File: src/rtl/cbr_pkg.sv
package cbr_pkg;

    localparam int XLEN    = 64;
    localparam int HALF    = XLEN / 2;
    localparam int OFF_W   = 16;
    localparam int IMM_W   = 32;

    localparam logic [2:0] CLS_WIDE   = 3'd5;
    localparam logic [2:0] CLS_NARROW = 3'd6;

    typedef enum logic [3:0] {
        C_ALWAYS, C_EQ, C_GTU, C_GEU, C_SET, C_NE, C_GTS, C_GES,
        C_CALL, C_RET, C_LTU, C_LEU, C_LTS, C_LES, C_BAD
    } cond_e;

    typedef struct packed {
        logic  legal;
        logic  wide;
        logic  use_reg;
        cond_e cond;
    } jdec_t;

    typedef struct packed {
        logic eq;
        logic ltu;
        logic lts;
        logic anyset;
    } cmp_flags_t;

    function automatic logic [XLEN-1:0] widen_imm(input logic [IMM_W-1:0] v);
        return {{(XLEN-IMM_W){v[IMM_W-1]}}, v};
    endfunction

endpackage

File: src/rtl/cbr_decode.sv
module cbr_decode
    import cbr_pkg::*;
(
    input  logic [7:0] opcode,
    output jdec_t      dec
);
    logic [2:0] cls;
    logic [3:0] code;
    logic       is_jcls;
    logic       narrow_only;

    assign cls  = opcode[2:0];
    assign code = opcode[7:4];
    assign is_jcls = (cls == CLS_WIDE) || (cls == CLS_NARROW);

    always_comb begin
        dec.cond = C_BAD;
        case (code)
            4'h0: dec.cond = C_ALWAYS;
            4'h1: dec.cond = C_EQ;
            4'h2: dec.cond = C_GTU;
            4'h3: dec.cond = C_GEU;
            4'h4: dec.cond = C_SET;
            4'h5: dec.cond = C_NE;
            4'h6: dec.cond = C_GTS;
            4'h7: dec.cond = C_GES;
            4'h8: dec.cond = C_CALL;
            4'h9: dec.cond = C_RET;
            4'hA: dec.cond = C_LTU;
            4'hB: dec.cond = C_LEU;
            4'hC: dec.cond = C_LTS;
            4'hD: dec.cond = C_LES;
            default: dec.cond = C_BAD;
        endcase
    end

    assign narrow_only = (code == 4'h0) || (code == 4'h9);
    assign dec.wide    = (cls == CLS_WIDE);
    assign dec.use_reg = opcode[3];
    assign dec.legal   = is_jcls && (dec.cond != C_BAD)
                         && !((cls == CLS_NARROW) && narrow_only);
endmodule

File: src/rtl/cbr_compare.sv
module cbr_compare
    import cbr_pkg::*;
(
    input  logic [XLEN-1:0] a,
    input  logic [XLEN-1:0] b,
    input  logic            wide,
    output cmp_flags_t      flags
);
    logic [XLEN-1:0] a_u, b_u;
    logic [XLEN-1:0] a_s, b_s;

    always_comb begin
        if (wide) begin
            a_u = a;
            b_u = b;
            a_s = a;
            b_s = b;
        end else begin
            a_u = {{(XLEN-HALF){1'b0}}, a[HALF-1:0]};
            b_u = {{(XLEN-HALF){1'b0}}, b[HALF-1:0]};
            a_s = {{(XLEN-HALF){a[HALF-1]}}, a[HALF-1:0]};
            b_s = {{(XLEN-HALF){b[HALF-1]}}, b[HALF-1:0]};
        end
    end

    assign flags.eq     = (a_u == b_u);
    assign flags.ltu    = (a_u < b_u);
    assign flags.lts    = ($signed(a_s) < $signed(b_s));
    assign flags.anyset = |(a_u & b_u);
endmodule

File: src/rtl/cbr_nextpc.sv
module cbr_nextpc
    import cbr_pkg::*;
#(
    parameter int PC_W = 32
) (
    input  logic [PC_W-1:0]  pc,
    input  logic [OFF_W-1:0] offset,
    input  logic             taken,
    input  logic             hold,
    output logic [PC_W-1:0]  next_pc
);
    logic [PC_W-1:0] seq_pc;
    logic [PC_W-1:0] disp;

    assign seq_pc = pc + PC_W'(1);
    assign disp   = {{(PC_W-OFF_W){offset[OFF_W-1]}}, offset};

    always_comb begin
        if (hold)       next_pc = pc;
        else if (taken) next_pc = seq_pc + disp;
        else            next_pc = seq_pc;
    end
endmodule

File: src/rtl/cbr_unit.sv
module cbr_unit
    import cbr_pkg::*;
#(
    parameter int PC_W    = 32,
    parameter bit OUT_REG = 1'b1
) (
    input  logic             clk,
    input  logic             rst,
    input  logic [7:0]       opcode,
    input  logic [15:0]      offset,
    input  logic [31:0]      imm,
    input  logic [63:0]      dst_val,
    input  logic [63:0]      src_val,
    input  logic [PC_W-1:0]  pc,
    output logic             taken,
    output logic [PC_W-1:0]  next_pc,
    output logic             is_call,
    output logic             is_exit,
    output logic             illegal
);
    typedef struct packed {
        logic            taken;
        logic [PC_W-1:0] npc;
        logic            call;
        logic            ret;
        logic            bad;
    } res_t;

    jdec_t           dec;
    cmp_flags_t      fl;
    logic [XLEN-1:0] opnd_b;
    logic            cond_hit;
    logic            hold;
    res_t            res_c;
    res_t            res_q;

    cbr_decode u_dec (.opcode(opcode), .dec(dec));

    assign opnd_b = dec.use_reg ? src_val : widen_imm(imm);

    cbr_compare u_cmp (.a(dst_val), .b(opnd_b), .wide(dec.wide), .flags(fl));

    always_comb begin
        case (dec.cond)
            C_ALWAYS: cond_hit = 1'b1;
            C_EQ:     cond_hit = fl.eq;
            C_NE:     cond_hit = !fl.eq;
            C_SET:    cond_hit = fl.anyset;
            C_GTU:    cond_hit = !fl.ltu && !fl.eq;
            C_GEU:    cond_hit = !fl.ltu;
            C_LTU:    cond_hit = fl.ltu;
            C_LEU:    cond_hit = fl.ltu || fl.eq;
            C_GTS:    cond_hit = !fl.lts && !fl.eq;
            C_GES:    cond_hit = !fl.lts;
            C_LTS:    cond_hit = fl.lts;
            C_LES:    cond_hit = fl.lts || fl.eq;
            default:  cond_hit = 1'b0;
        endcase
    end

    assign res_c.bad   = !dec.legal;
    assign res_c.call  = dec.legal && (dec.cond == C_CALL);
    assign res_c.ret   = dec.legal && (dec.cond == C_RET);
    assign res_c.taken = dec.legal && cond_hit;
    assign hold        = res_c.call || res_c.ret;

    cbr_nextpc #(.PC_W(PC_W)) u_npc (
        .pc(pc), .offset(offset), .taken(res_c.taken),
        .hold(hold), .next_pc(res_c.npc)
    );

    generate
        if (OUT_REG) begin : g_reg
            always_ff @(posedge clk) begin
                if (rst) res_q <= '0;
                else     res_q <= res_c;
            end
        end else begin : g_comb
            assign res_q = res_c;
        end
    endgenerate

    assign taken   = res_q.taken;
    assign next_pc = res_q.npc;
    assign is_call = res_q.call;
    assign is_exit = res_q.ret;
    assign illegal = res_q.bad;
endmodule

File: config.mk
export PLATFORM = sky130hd
export DESIGN_NAME = cbr_unit
export DESIGN_NICKNAME = d
export VERILOG_FILES = /design/src/rtl/cbr_pkg.sv /design/src/rtl/cbr_decode.sv /design/src/rtl/cbr_compare.sv /design/src/rtl/cbr_nextpc.sv /design/src/rtl/cbr_unit.sv
export SDC_FILE = /design/constraint.sdc
export NUM_CORES = 1
export LEC_CHECK = 0
export BUFFER_PORTS_ARGS = -buffer_cell sky130_fd_sc_hd__buf_2
export CORE_MARGIN = 10
export CORE_UTILIZATION = 54
export CTS_BUF_LIST = sky130_fd_sc_hd__clkbuf_8 sky130_fd_sc_hd__clkbuf_16
export CTS_CLUSTER_SIZE = 14
export DETAILED_ROUTE_END_ITERATION = 10
export PLACE_DENSITY = 0.83
export SLEW_MARGIN = 25
export SYNTH_ARGS = -nofsm -noshare
export SYNTH_HDL_FRONTEND = slang
export SYNTH_SLANG_ARGS = --single-unit
File: constraint.sdc
create_clock -name clk -period 5.22 [get_ports clk]
set_input_delay 1.044 -clock clk [delete_from_list [all_inputs] [get_ports clk]]
set_output_delay 1.044 -clock clk [all_outputs]
set_load 0.03 [all_outputs]
Yosys cells after proc, flatten, opt, wreduce, memory -nomap -nowiden --
Memories as Yosys holds them, arrays and structs flattened. Cells that the tools add are included. Widths: inputs -> output; s select.
Cells by class: add/subtract/negate cells 2, order comparisons 2, equal/unequal tests 18, muxes and demuxes 8, bitwise gates (word level) 1, reduce and logical (&&, ||, !) cells 21
Operator list (number):
- $mux 64 | 5
- $lt 64x64->1 | 2
- $and 64x64->64 | 1
- $eq 64x64->1 | 1
- $mux 32 | 2
- $reduce_or 64->1 | 1
- $add 32x1->32 const B | 1
- $add 32x32->32 | 1
- $eq 4x4->1 const B | 7
- $eq 4x3->1 const B | 4
- $pmux 1 s12 | 1
- $eq 4x2->1 const B | 2
- $logic_and 1x1->1 | 8
- $logic_not 4->1 | 2
- $eq 3x3->1 const B | 2
- $logic_not 1->1 | 5
- $logic_or 1x1->1 | 5
- $eq 4x1->1 const B | 1
- $ne 4x4->1 const B | 1
Word-level totals: register bits after elaboration 36, bits in read-only memories 64, input port bits 218, logic and storage cells 58, memories kept 1
Memories:
- (no name shown) | words 16, width 4, rd ports 1, clocked after memory_dff 0, wr ports 0, line cbr_decode.sv:18 | case (code)

Longest topological paths before layout --
Gate-level depths: netlist (run 1).
word-level depth 9, mapped depth 20

Cells and area by module --
Synthesis (run 1) repeated with hierarchy kept, for this count alone.
Unflattened totals: cells, all modules 1262, area, all modules 9180.1 µm²
Modules (own cells, without submodules):
- cbr_compare | instances 1, cells each 543, area an instance 3945.0 µm², seq. area each 0.0 µm²
- cbr_nextpc | instances 1, cells each 496, area an instance 3299.4 µm², seq. area each 0.0 µm²
- cbr_unit | instances 1, cells each 210, area an instance 1846.8 µm², seq. area each 720.7 µm²
- cbr_decode | instances 1, cells each 13, area an instance 88.8 µm², seq. area each 0.0 µm²

Worst setup path before layout (run 1) --
Ideal clock, no wire load.
kind input to register, from in opcode[1], to reg res_q (netlist bit next_pc[6]), arrival 4727 ps, required time 5088 ps, slack 361 ps, cell stages on the path 20, path buffers 4, cells stage by stage and3b_1 -> clkbuf_1 -> o21ai_1 -> clkbuf_1 -> a21oi_1 -> inv_1 -> ha_1 -> nand4_1 -> nor4_1 -> nand3_1 -> or3_4 -> a211oi_1 -> o21a_1 -> a21oi_1 -> nor3_4 -> and2_4 -> buf_12 -> buf_4 -> mux2i_1 -> a31oi_1
On the way: cells in the longest elaborated chain, start to end 9
RTL lines:
- from (decl) | line cbr_unit.sv:9 | input logic [7:0] opcode,
- $eq 3x3->1 | line cbr_decode.sv:14, cbr_decode.sv:38
- $mux 64 | line cbr_compare.sv:13 | if (wide) begin
- $lt 64x64->1 (tied with other cells) | line cbr_compare.sv:28 | assign flags.lts = ($signed(a_s) < $signed(b_s));
- $logic_not 1->1 (on tied branches)
- $logic_and 1x1->1 (on tied branches) | line cbr_unit.sv:53, cbr_unit.sv:49
- $pmux 1 s12 | line cbr_unit.sv:44 | case (dec.cond)
- $logic_and 1x1->1 | line cbr_unit.sv:64 | assign res_c.taken = dec.legal && cond_hit;
- $mux 32 | line cbr_nextpc.sv:20 | else if (taken) next_pc = seq_pc + disp;
- $mux 32 (*) | line cbr_nextpc.sv:19 | if (hold) next_pc = pc;
- to (signal assigned) | line cbr_unit.sv:76 | else res_q <= res_c;
- to (decl) | line cbr_unit.sv:35 | res_t res_q;
Every way passes the cells marked *; elsewhere a longest branch is shown, timed or not. A chain may end at the register's enable or synchronous reset.

Final worst setup path (run 1) --
from in opcode[1], to reg res_q (netlist bit next_pc[7])
Same word-level chain as after synthesis.

==> results of run 1 <==
==> sequential cells by signal, summed over array words and instances, names as in the netlist <==
register and flops:
is_call 1, taken 1, next_pc 32, illegal 1
is_exit 1
==> worst max path at each step <==
stage                  end  slack, ps  startpoint  cells after the start
2_1_floorplan   next_pc[6]        360   opcode[1]                     20
3_3_place_gp   next_pc[29]        240   opcode[1]                     19
3_5_place_dp   next_pc[26]        110   opcode[1]                     19
4_1_cts         next_pc[7]        360   opcode[1]                     18
5_1_grt         next_pc[7]          2   opcode[1]                     18
6_report        next_pc[7]        340   opcode[1]                     17
==> area by class of cell <==
type	count	area, µm²
multi-input cells	922	6950
fillers	1329	5000
repair buffers	288	1570
flip-flops and latches	36	721
inverters	145	544
well taps	188	235
clock buffers	7	153
clock inverters	1	30.0
diodes	3	7.51
==> tightest hold or removal path: cells and delay by family <==
kind	cells	cell delay, ps
simple gates	1	70
buf+inv	1	130
compound gates	1	60
==> placed cells by master (no fill, tap or decap), types with 7 or more instances in the layout <==
cell type  synthesis  routed
nor4_1            24      24
xor2_1            15      15
and2_1             7       7
mux2i_1           56      56
nand2_1          117     117
nor2b_1            8       8
a211oi_1          25      25
and3_1            11      11
buf_2              1     253
buf_4              2      32
nand3_1           33      32
nand2b_1           9       9
o211ai_1           9       9
xnor2_1           41      41
inv_1            145     145
nor3_1            18      18
o21ai_0           19      19
nor2_1            91      90
a21oi_1           96      96
a21o_1            29      29
nand4_1           26      26
a31oi_1           12      12
ha_1             192     192
dfxtp_1           36      36
==> cell families (layout without fill, tap and decap cells) <==
family | after synthesis | in the layout | share of synthesized area, %
flops | 36 | 36 | 8.60
mux | 57 | 57 | 6.82
simple gates | 378 | 378 | 22.4
other cells | 0 | 3 | 0
fa+ha+maj | 193 | 193 | 28.9
buf+inv | 187 | 441 | 8.67
xor+xnor | 56 | 56 | 5.85
compound gates | 238 | 238 | 18.8
==> per-layer routing <==
metal,wire (µm),global-route usage [%]
met5,0,0
met4,593,6.65
met3,2170,5.54
met2,13400,45.8
met1,11000,28.3
==> per-stage QoR <==
step	power [mW]	cell area (µm²)	cells	utilization, %	hold slack (ps)
2_1_floorplan	0.897	8380	1145	-	1190
3_3_place_gp	1.16	10000	1579	65.9	1340
3_5_place_dp	1.18	10000	1579	65.9	1350
4_1_cts	1.55	10200	1587	67.1	1070
5_1_grt	1.67	10200	1587	67.1	1090
6_report	1.56	10200	1590	67.1	1070
==> power by group <==
part	leakage [nW]	internal [mW]	total [mW]	switching, mW
clock network	0.0901	0.252	0.372	0.121
logic	5.36	0.373	0.878	0.505
registers	0.299	0.299	0.307	0.00811
==> metrics.md, run 1 <==
| Metric | Value |
|---|---|
| Status | completed |
| CTS tree | built |
| Global-route wire length before repair | 43100 µm |
| Clock Pin Slew Worst Setup and Hold Paths | 50 ps |
| Via-to-Cell Ratio | 5.70 |
| Die Area | 20900 µm² |
| Layout area overhead | 21.7% |
| Share of the synthesized area in the top cell type | 28.7% |
| Leakage | 5.75 nW |
| Tightest Hold Check Type | input pin to flop |
| Largest net degree at the start of global routing | 47 |
| Final Max Slew Viols | 0 |
| Post-Route WL | 27200 µm |
| Commonest cells in the netlist | 192 x ha_1, 145 x inv_1, 117 x nand2_1 |
| Sequential area share after synthesis | 8.60% |
| CP max stage cell | or4_4 |
| DRT iter0 DRCs | 463 |
| I/O Buffers | 253 |
| Syn Nets | 1556 |
| Vias post-DR | 9060 |
| Maximum vdd drop | 0.131 mV |
| Total CTS buffers | 5 |
| Clock sink total | 36 |
| Syn avg cell area | 7.32 µm² |
| Asr flop ratio synth | 0% |
| RSZ-0062 raised after global routing | no |
| #FFs+latches synth | 36 |
| Post-CTS Repair Setup Buffers | 0 |
| Family with the most delay on the worst path | simple AND/OR/NAND/NOR gates |
| Max-slew headroom | 36.8% |
| Worst slack at placement | 106 ps |
| Number of distinct library cells after synthesis | 68 |
| Share of layout cells above drive strength 1 | 22.9% |
| Crit share post-route | 93.4% |
| Detail Route Antenna Nets | 0 |
| Initial cell density of the core | 55.2% |
| MaxCap Viol Count | 0 |
| Boundary pin count | 254 |
| GRT Total Usage | 25.0% |
| Req. time, crit path | 5410 ps |
| P per Cell Area | 153 nW/µm² |
| Post-DP HPWL | 23600 µm |
| WP buf/inv | 2 |
| Crit-path cells | buf_2, and3b_1, o21ai_2, buf_4, a21oi_1, nor2_1, ha_1, nand4_2, or4_4, nor4_1, a211oi_1, a21oi_2, xnor2_1, o21ai_4, nand2_2, or4_1, a31oi_1 |
| Cts repair resizes | 0 |
| Slew @ Worst Pin | 946 ps |
| Final hold vios | 0 |
| Crit path DAT | 5070 ps |
| Highest clock rate | 205 MHz |
| Core area | 15200 µm² |
| Vias in the first global route | 9204 |
| Drt pass-1 iters | 7 |
| Count leader, synth | ha_1 |
| Synth top area cells | ha_1 29%, dfxtp_1 8.6%, mux2i_1 6.7%, inv_1 6.5%, a21oi_1 5.7% |
| Gate Count Post-Synth | 1145 |
| Width of the die | 145 µm |
| Worst setup EP type | flop |
| Antenna violations before repair | 3 |
| Hold path start | pc[31] |
| Setup Crit Path Kind | input pin to flop |
| # DRC | 0 |
| Worst hold path cell count | 3 |
| Startpoint types | input pin |
| DIE HEIGHT | 145 µm |
| Post-CTS Hold Fix Bufs | 0 |
| GRT overflow | 0 |
| Setup TNS | 0 ps |
| Final min period | 4880 ps |
| Mapped Area | 8380 µm² |
| Ys flop type | dfxtp_1 |
| Clk root buf | clkbuf_16 |
| Crit-path max FO | 25 |
| CTS max path bufs | 2 |
| Worst setup margin | 343 ps |
| WHS Endpoint | next_pc[31] |
| Placer congestion estimate | 0.978 |
| Area leader, netlist | ha_1 |
| Layout Nets | 1809 |
| Wire per inst | 17.1 µm |
| Yosys warning total | 0 |
| Site row count | 45 |
| Final setup fails | 0 |
| Number of synthesized flops with an enable pin | 0 |
| CTS H-tree lvls | 2 |
| Max incr delay on CP | 570 ps |
Note: power is estimated with default switching activity, not from simulation.
==> run 2, diff against run 1 <==
--- a/config.mk
+++ b/config.mk
@@ -5,13 +5,14 @@
 export SDC_FILE = /design/constraint.sdc
 export NUM_CORES = 1
 export LEC_CHECK = 0
+export ABC_AREA = 1
 export BUFFER_PORTS_ARGS = -buffer_cell sky130_fd_sc_hd__buf_2
 export CORE_MARGIN = 10
-export CORE_UTILIZATION = 54
+export CORE_UTILIZATION = 56
 export CTS_BUF_LIST = sky130_fd_sc_hd__clkbuf_8 sky130_fd_sc_hd__clkbuf_16
 export CTS_CLUSTER_SIZE = 14
 export DETAILED_ROUTE_END_ITERATION = 10
-export PLACE_DENSITY = 0.83
+export PLACE_DENSITY = 0.84
 export SLEW_MARGIN = 25
 export SYNTH_ARGS = -nofsm -noshare
 export SYNTH_HDL_FRONTEND = slang
==> metrics.md, run 2 <==
| Metric | Value |
|---|---|
| Status | completed (unchanged) |
| Post-CTS Repair Setup Buffers | 0 (unchanged) |
| Largest net degree at the start of global routing | 66 (was 47) |
| Worst setup EP type | flop (unchanged) |
| DRT iter0 DRCs | 656 (was 463) |
| Crit share post-route | 87.7% (was 93.4%) |
| Initial cell density of the core | 56.8% (was 55.2%) |
| Startpoint types | input pin (unchanged) |
| Syn Nets | 1932 (was 1556) |
| DIE HEIGHT | 149 µm (was 145 µm) |
| Global-route wire length before repair | 48800 µm (was 43100 µm) |
| Crit-path cells | buf_2, ha_1, nand2_1, nor2_4, nand4_1, nor3_2, nand4_2, nor2_2, nand3_2, nor2_1, xor2_1, inv_1, ha_1, a21o_1, a31oi_1, a21boi_0, o211ai_1, xor2_1, inv_1, nand3_1, nand3_2, a21oi_2 (was buf_2, and3b_1, o21ai_2, buf_4, a21oi_1, nor2_1, ha_1, nand4_2, or4_4, nor4_1, a211oi_1, a21oi_2, xnor2_1, o21ai_4, nand2_2, or4_1, a31oi_1) |
| Wire per inst | 14.9 µm (was 17.1 µm) |
| Share of layout cells above drive strength 1 | 22.9% (about the same) |
| Maximum vdd drop | 0.125 mV (was 0.131 mV) |
| Met2 usage | 45.7% (was 45.8%) |
| Most common cell after layout, fill and taps aside | nand2_1 (was buf_2) |
| Final hold vios | 0 (unchanged) |
| Site row count | 47 (was 45) |
| Mapped Area | 9390 µm² (was 8380 µm²) |
| Placer congestion estimate | 0.954 (was 0.978) |
| WP buf/inv | 3 (was 2) |
| GRT Total Usage | 25.7% (was 25.0%) |
| Layout Nets | 2159 (was 1809) |
| Ys flop type | dfxtp_1 (unchanged) |
| Yosys warning total | 0 (unchanged) |
| Req. time, crit path | 5370 ps (was 5410 ps) |
| RSZ-0062 raised after global routing | no (unchanged) |
| P per Cell Area | 141 nW/µm² (was 153 nW/µm²) |
| Final Max Slew Viols | 0 (unchanged) |
| Clock power share | 20.5% (was 23.9%) |
| CTS H-tree lvls | 2 (unchanged) |
| GRT overflow | 0 (unchanged) |
| Vias in the first global route | 10.7k (was 9204) |
| Switching Fraction | 46.8% (was 40.7%) |
| Area leader, netlist | ha_1 (unchanged) |
| Crit path DAT | 4730 ps (was 5070 ps) |
| Clock sink total | 36 (unchanged) |
| Post-route cell area | 10900 µm² (was 10200 µm²) |
| Highest clock rate | 218 MHz (was 205 MHz) |
| MaxCap Viol Count | 0 (unchanged) |
| #FFs+latches synth | 36 (unchanged) |
| Setup Crit Path Kind | input pin to flop (unchanged) |
| Post-CTS Hold Fix Bufs | 0 (unchanged) |
| Post-DP Area | 10800 µm² (was 10000 µm²) |
| Clk root buf | clkbuf_16 (unchanged) |
| Post-DP HPWL | 25100 µm (was 23600 µm) |
| Width of the die | 149 µm (was 145 µm) |
| Net load switching power | 719 µW (was 634 µW) |
| Synth top area cells | ha_1 26%, nand2_1 11%, inv_1 9.8%, dfxtp_1 7.7%, nor2_1 7.2% (was ha_1 29%, dfxtp_1 8.6%, mux2i_1 6.7%, inv_1 6.5%, a21oi_1 5.7%) |
| CP max stage cell | ha_1 (was or4_4) |
| WP depth | 22 (was 17) |
| Post-Route WL | 29400 µm (was 27200 µm) |
| Boundary pin count | 254 (unchanged) |
| Max FFs per register | 32 (unchanged) |
| Max-slew headroom | 44.6% (was 36.8%) |
| Gate Count Post-Synth | 1521 (was 1145) |
| Number of distinct library cells after synthesis | 51 (was 68) |
| Die Area | 22300 µm² (was 20900 µm²) |
| Syn avg cell area | 6.17 µm² (was 7.32 µm²) |
| Number of synthesized flops with an enable pin | 0 (unchanged) |
| Clock Pin Slew Worst Setup and Hold Paths | 70 ps (was 50 ps) |
| I/O Buffers | 253 (unchanged) |
| Slew @ Worst Pin | 832 ps (was 946 ps) |
| Leakage | 6.56 nW (was 5.75 nW) |
| Layout area overhead | 16.3% (was 21.7%) |
| Final min period | 4580 ps (was 4880 ps) |
| Count leader, synth | nand2_1 (was ha_1) |
| Share of the synthesized area in the top cell type | 25.6% (was 28.7%) |
| Detail Route Antenna Nets | 0 (unchanged) |
| Int Power | 819 µW (was 924 µW) |
| Commonest cells in the netlist | 282 x nand2_1, 244 x inv_1, 192 x ha_1 (was 192 x ha_1, 145 x inv_1, 117 x nand2_1) |
| Total CTS buffers | 5 (unchanged) |
| Met1 Track Usage GR | 29.2% (was 28.3%) |
| Tightest Hold Check Type | input pin to flop (unchanged) |
| # DRC | 0 (unchanged) |
| Family with the most delay on the worst path | simple AND/OR/NAND/NOR gates (unchanged) |
| Vias post-DR | 10.5k (was 9060) |
| Met3 Use GR | 6.10% (was 5.54%) |
| Worst hold path cell count | 3 (unchanged) |
| Final setup fails | 0 (unchanged) |
| Crit-path max FO | 5 (was 25) |
| Cts repair resizes | 0 (unchanged) |
| CTS tree | built (unchanged) |
| Max incr delay on CP | 360 ps (was 570 ps) |
| Setup TNS | 0 ps (unchanged) |
| Drt pass-1 iters | 6 (was 7) |
| Commonest non-fill, non-tap cells in the layout | 282 x nand2_1, 253 x buf_2, 244 x inv_1, 192 x ha_1, 179 x nor2_1 (was 253 x buf_2, 192 x ha_1, 145 x inv_1, 117 x nand2_1, 96 x a21oi_1) |
| Comb pwr share | 59.7% (was 56.4%) |
| Via-to-Cell Ratio | 5.31 (was 5.70) |
| Sequential area share after synthesis | 7.68% (was 8.60%) |
| Reg power frac | 19.8% (was 19.7%) |
| Antenna violations before repair | 1 (was 3) |
| CTS max path bufs | 2 (unchanged) |
| Core area | 16500 µm² (was 15200 µm²) |
| Grt peak-use layer | met2 (unchanged) |
| Asr flop ratio synth | 0% (unchanged) |
## run 2: cell count changes in the layout (fill, tap and decap cells not counted), sizes merged, moves of 51 or more
| cell | before | now |
|---|---|---|
| inv | 145 | 254 |
| or2 | 0 | 51 |
| mux2i | 56 | 0 |
| nand3 | 33 | 87 |
| nand2 | 119 | 297 |
| nor2 | 91 | 190 |
| o21ai | 21 | 120 |
## run 2: worst paths after layout
| path | start | end |
|---|---|---|
| max | pc[0] | next_pc[25] |
| min | pc[1] | next_pc[1] |
## run 2: cell families after synthesis
kind of cell | count (synthesis) | share of synthesized area, %
AOI/OAI and AO/OA | 264 | 15.5
xor gates and xnor gates | 51 | 4.76
adders and majority gates | 193 | 25.8
buffers and inverters | 297 | 12.7
DFF | 36 | 7.68
and+or+nand+nor | 680 | 33.6
## run 2: tightest hold or removal path, delay by kind of cell
| kind | cells | cell delay, ps |
|---|---|---|
| AND/OR/NAND/NOR | 1 | 60 |
| buffers and inverters | 1 | 120 |
| AO/OA/AOI/OAI | 1 | 60 |
## run 2: per-layer routing
metal | wire, µm | up-vias | part of all wire (%)
li1 | - | 5327 | -
met1 | 11900 | 4661 | 41
met2 | 13900 | 420 | 47
met3 | 2690 | 57 | 9.1
met4 | 855 | 0 | 2.9
met5 | 0 | - | 0
## run 2: power by group through the flow
stage | sequential (mW) | combinational, mW | clock (mW)
after floorplan | 0.358 | 0.586 | 0
after global placement | 0.310 | 0.889 | 0
after detailed placement | 0.310 | 0.909 | 0
after CTS | 0.304 | 0.914 | 0.314
after global routing | 0.306 | 1.04 | 0.323
final | 0.304 | 0.919 | 0.316
## run 2: stage by stage
| stage | util, % | worst slack [ps] | power [mW] | cells | hold slack, ps |
|---|---|---|---|---|---|
| CTS | 66.1 | 670 | 1.53 | 1969 | 1040 |
| global placement | 65.2 | 491 | 1.20 | 1961 | 1330 |
| detailed placement | 65.2 | 384 | 1.22 | 1961 | 1340 |
| global route | 66.1 | 320 | 1.67 | 1969 | 1050 |
| finish | 66.1 | 640 | 1.54 | 1970 | 1040 |
| floorplan | - | 1210 | 0.943 | 1521 | 1190 |
## run 2: layout make-up
cell class | count | area (µm²)
fillers | 1504 | 5610
diodes | 1 | 2.50
clock inverters | 3 | 18.8
multi-input cells | 1188 | 7480
repair buffers | 262 | 1330
inverters | 255 | 958
clock buffers | 5 | 125
well taps | 220 | 275
flip-flops and latches | 36 | 721
==> run 3, diff against run 2 <==
--- a/config.mk
+++ b/config.mk
@@ -12,7 +12,8 @@
 export CTS_BUF_LIST = sky130_fd_sc_hd__clkbuf_8 sky130_fd_sc_hd__clkbuf_16
 export CTS_CLUSTER_SIZE = 14
 export DETAILED_ROUTE_END_ITERATION = 10
-export PLACE_DENSITY = 0.84
+export GPL_ROUTABILITY_DRIVEN = 0
+export PLACE_DENSITY = 0.93
 export SLEW_MARGIN = 25
 export SYNTH_ARGS = -nofsm -noshare
 export SYNTH_HDL_FRONTEND = slang
==> metrics.md, run 3 (synthesized netlist as in run 2, its figures left out) <==
| Metric | Value |
|---|---|
| Via-to-Cell Ratio | 5.49 (was 5.31) |
| Worst slack at placement | 415 ps (was 384 ps) |
| Layout Nets | 2158 (was 2159) |
| Global-route wire length before repair | 49100 µm (was 48800 µm) |
| Worst hold path cell count | 3 (unchanged) |
| Crit-path max FO | 5 (unchanged) |
| Post-CTS Hold Fix Bufs | 0 (unchanged) |
| Share of layout cells above drive strength 1 | 22.8% (was 22.9%) |
| Vias post-DR | 10.8k (was 10.5k) |
| Comb pwr share | 60.6% (was 59.7%) |
| Final setup fails | 0 (unchanged) |
| Core area | 16500 µm² (unchanged) |
| I/O Buffers | 253 (unchanged) |
| Reg area | 721 µm² (unchanged) |
| Status | completed (unchanged) |
| Crit share post-route | 89.3% (was 87.7%) |
| Int Power | 832 µW (was 819 µW) |
| Family with the most delay on the worst path | simple AND/OR/NAND/NOR gates (unchanged) |
| Max incr delay on CP | 350 ps (was 360 ps) |
| Clock power share | 19.7% (was 20.5%) |
| Slew @ Worst Pin | 815 ps (was 832 ps) |
| Post-Route WL | 30300 µm (was 29400 µm) |
| Clk root buf | clkbuf_16 (unchanged) |
| Final min period | 4660 ps (was 4580 ps) |
| Switching Fraction | 46.0% (was 46.8%) |
| Setup TNS | 0 ps (unchanged) |
| Layout area overhead | 16.4% (was 16.3%) |
| Worst setup EP type | flop (unchanged) |
| Commonest non-fill, non-tap cells in the layout | 282 x nand2_1, 253 x buf_2, 245 x inv_1, 192 x ha_1, 179 x nor2_1 (was 282 x nand2_1, 253 x buf_2, 244 x inv_1, 192 x ha_1, 179 x nor2_1) |
| GRT Total Usage | 25.8% (was 25.7%) |
| Crit-path cells | buf_2, ha_1, nand2_1, nor2_4, nand4_1, nor3_2, nand4_2, nor2_2, nand3_2, nor2_1, xor2_1, inv_1, ha_1, a21o_1, a31oi_1, a21boi_0, o211ai_1, xor2_1, inv_1, nand3_1, nand3_2, a21oi_2 (unchanged) |
| Final Max Slew Viols | 0 (unchanged) |
| Net load switching power | 710 µW (was 719 µW) |
| WP buf/inv | 3 (unchanged) |
| Non-filler cells in the finished layout | 1971 (was 1970) |
| Cell count after placement | 1960 (was 1961) |
| Total CTS buffers | 5 (unchanged) |
| Site row count | 47 (unchanged) |
| Max FFs per register | 32 (unchanged) |
| CTS max path bufs | 2 (unchanged) |
| MaxCap Viol Count | 0 (unchanged) |
| Setup Crit Path Kind | input pin to flop (unchanged) |
| CTS tree | built (unchanged) |
| Highest clock rate | 215 MHz (was 218 MHz) |
| P per Cell Area | 141 nW/µm² (about the same) |
| Crit path DAT | 4800 ps (was 4730 ps) |
| WHS Endpoint | next_pc[1] (unchanged) |
| CTS H-tree lvls | 2 (unchanged) |
| Boundary pin count | 254 (unchanged) |
| Area of the multi-input gates | 7480 µm² (unchanged) |
| PnR Total Power | 1.54 mW (about the same) |
| Maximum vdd drop | 0.199 mV (was 0.125 mV) |
| Req. time, crit path | 5360 ps (was 5370 ps) |
| Largest net degree at the start of global routing | 64 (was 66) |
| Worst setup margin | 559 ps (was 640 ps) |
| Cts repair resizes | 0 (unchanged) |
| Most common cell after layout, fill and taps aside | nand2_1 (unchanged) |
| Width of the die | 149 µm (unchanged) |
| Critical path origin | pc[0] (unchanged) |
| Fill count | 1332 (was 1504) |
| Max-slew headroom | 45.7% (was 44.6%) |
| GRT overflow | 0 (unchanged) |
| Hold path start | pc[1] (unchanged) |
| Final hold vios | 0 (unchanged) |
| Tightest Hold Check Type | input pin to flop (unchanged) |
| Initial cell density of the core | 56.8% (unchanged) |
| RSZ-0062 raised after global routing | no (unchanged) |
| Reg power frac | 19.7% (was 19.8%) |
| Vias in the first global route | 10.8k (was 10.7k) |
| Wire per inst | 15.4 µm (was 14.9 µm) |
| Layout Utilization | 66.1% (about the same) |
| Antenna violations before repair | 4 (was 1) |
| Post-DP HPWL | 25600 µm (was 25100 µm) |
| Clock sink total | 36 (unchanged) |
| Drt pass-1 iters | 6 (unchanged) |
| DIE HEIGHT | 149 µm (unchanged) |
| CP max stage cell | ha_1 (unchanged) |
| Detail Route Antenna Nets | 0 (unchanged) |
| # DRC | 0 (unchanged) |
| Leakage | 6.56 nW (about the same) |
| Startpoint types | input pin (unchanged) |
| Die Area | 22300 µm² (unchanged) |
| DRT iter0 DRCs | 883 (was 656) |
| Post-CTS Repair Setup Buffers | 0 (unchanged) |
| Clock Pin Slew Worst Setup and Hold Paths | 60 ps (was 70 ps) |
[run 3: cell type report]
cell class,count,share of cell area (%)
repair buffers,261,12.1
clock inverters,2,0.103
well taps,220,2.52
multi-input cells,1188,68.5
diodes,3,0.0687
clock buffers,6,1.27
inverters,255,8.78
flip-flops and latches,36,6.60
[run 3: per-layer routing]
metal / wire length (µm) / GRT usage, % / part of all wire (%) / vias up
met2: 14400 / 46.1 / 47 / 590
met1: 11900 / 29.1 / 39 / 4804
met3: 3100 / 6.31 / 10 / 81
met4: 969 / 9.37 / 3.2 / 2
met5: 8 / 0 / 0.026 / -
li1: - / - / - / 5338
[run 3: worst max-delay path by stage]
stage	to	slack, ps	cells after the start
final	next_pc[25]	560	22
after global placement	next_pc[25]	490	22
after floorplan	next_pc[29]	1210	25
after global routing	next_pc[25]	400	24
after CTS	next_pc[25]	700	22
after detailed placement	next_pc[25]	420	22
[run 3: through the flow]
stage	area, µm²	hold slack [ps]
finish	10900	1050
global route	10900	1060
CTS	10900	1050
detailed placement	10800	1330
global placement	10800	1330
floorplan	9390	1190
[run 3: power groups by stage]
stage               sequential [mW]  combinational (mW)  clock [mW]
finish                        0.304               0.934       0.304
detailed placement            0.309               0.913           0
CTS                           0.304               0.919       0.303
global route                  0.306                1.04       0.314
floorplan                     0.358               0.586           0
global placement              0.309               0.880           0
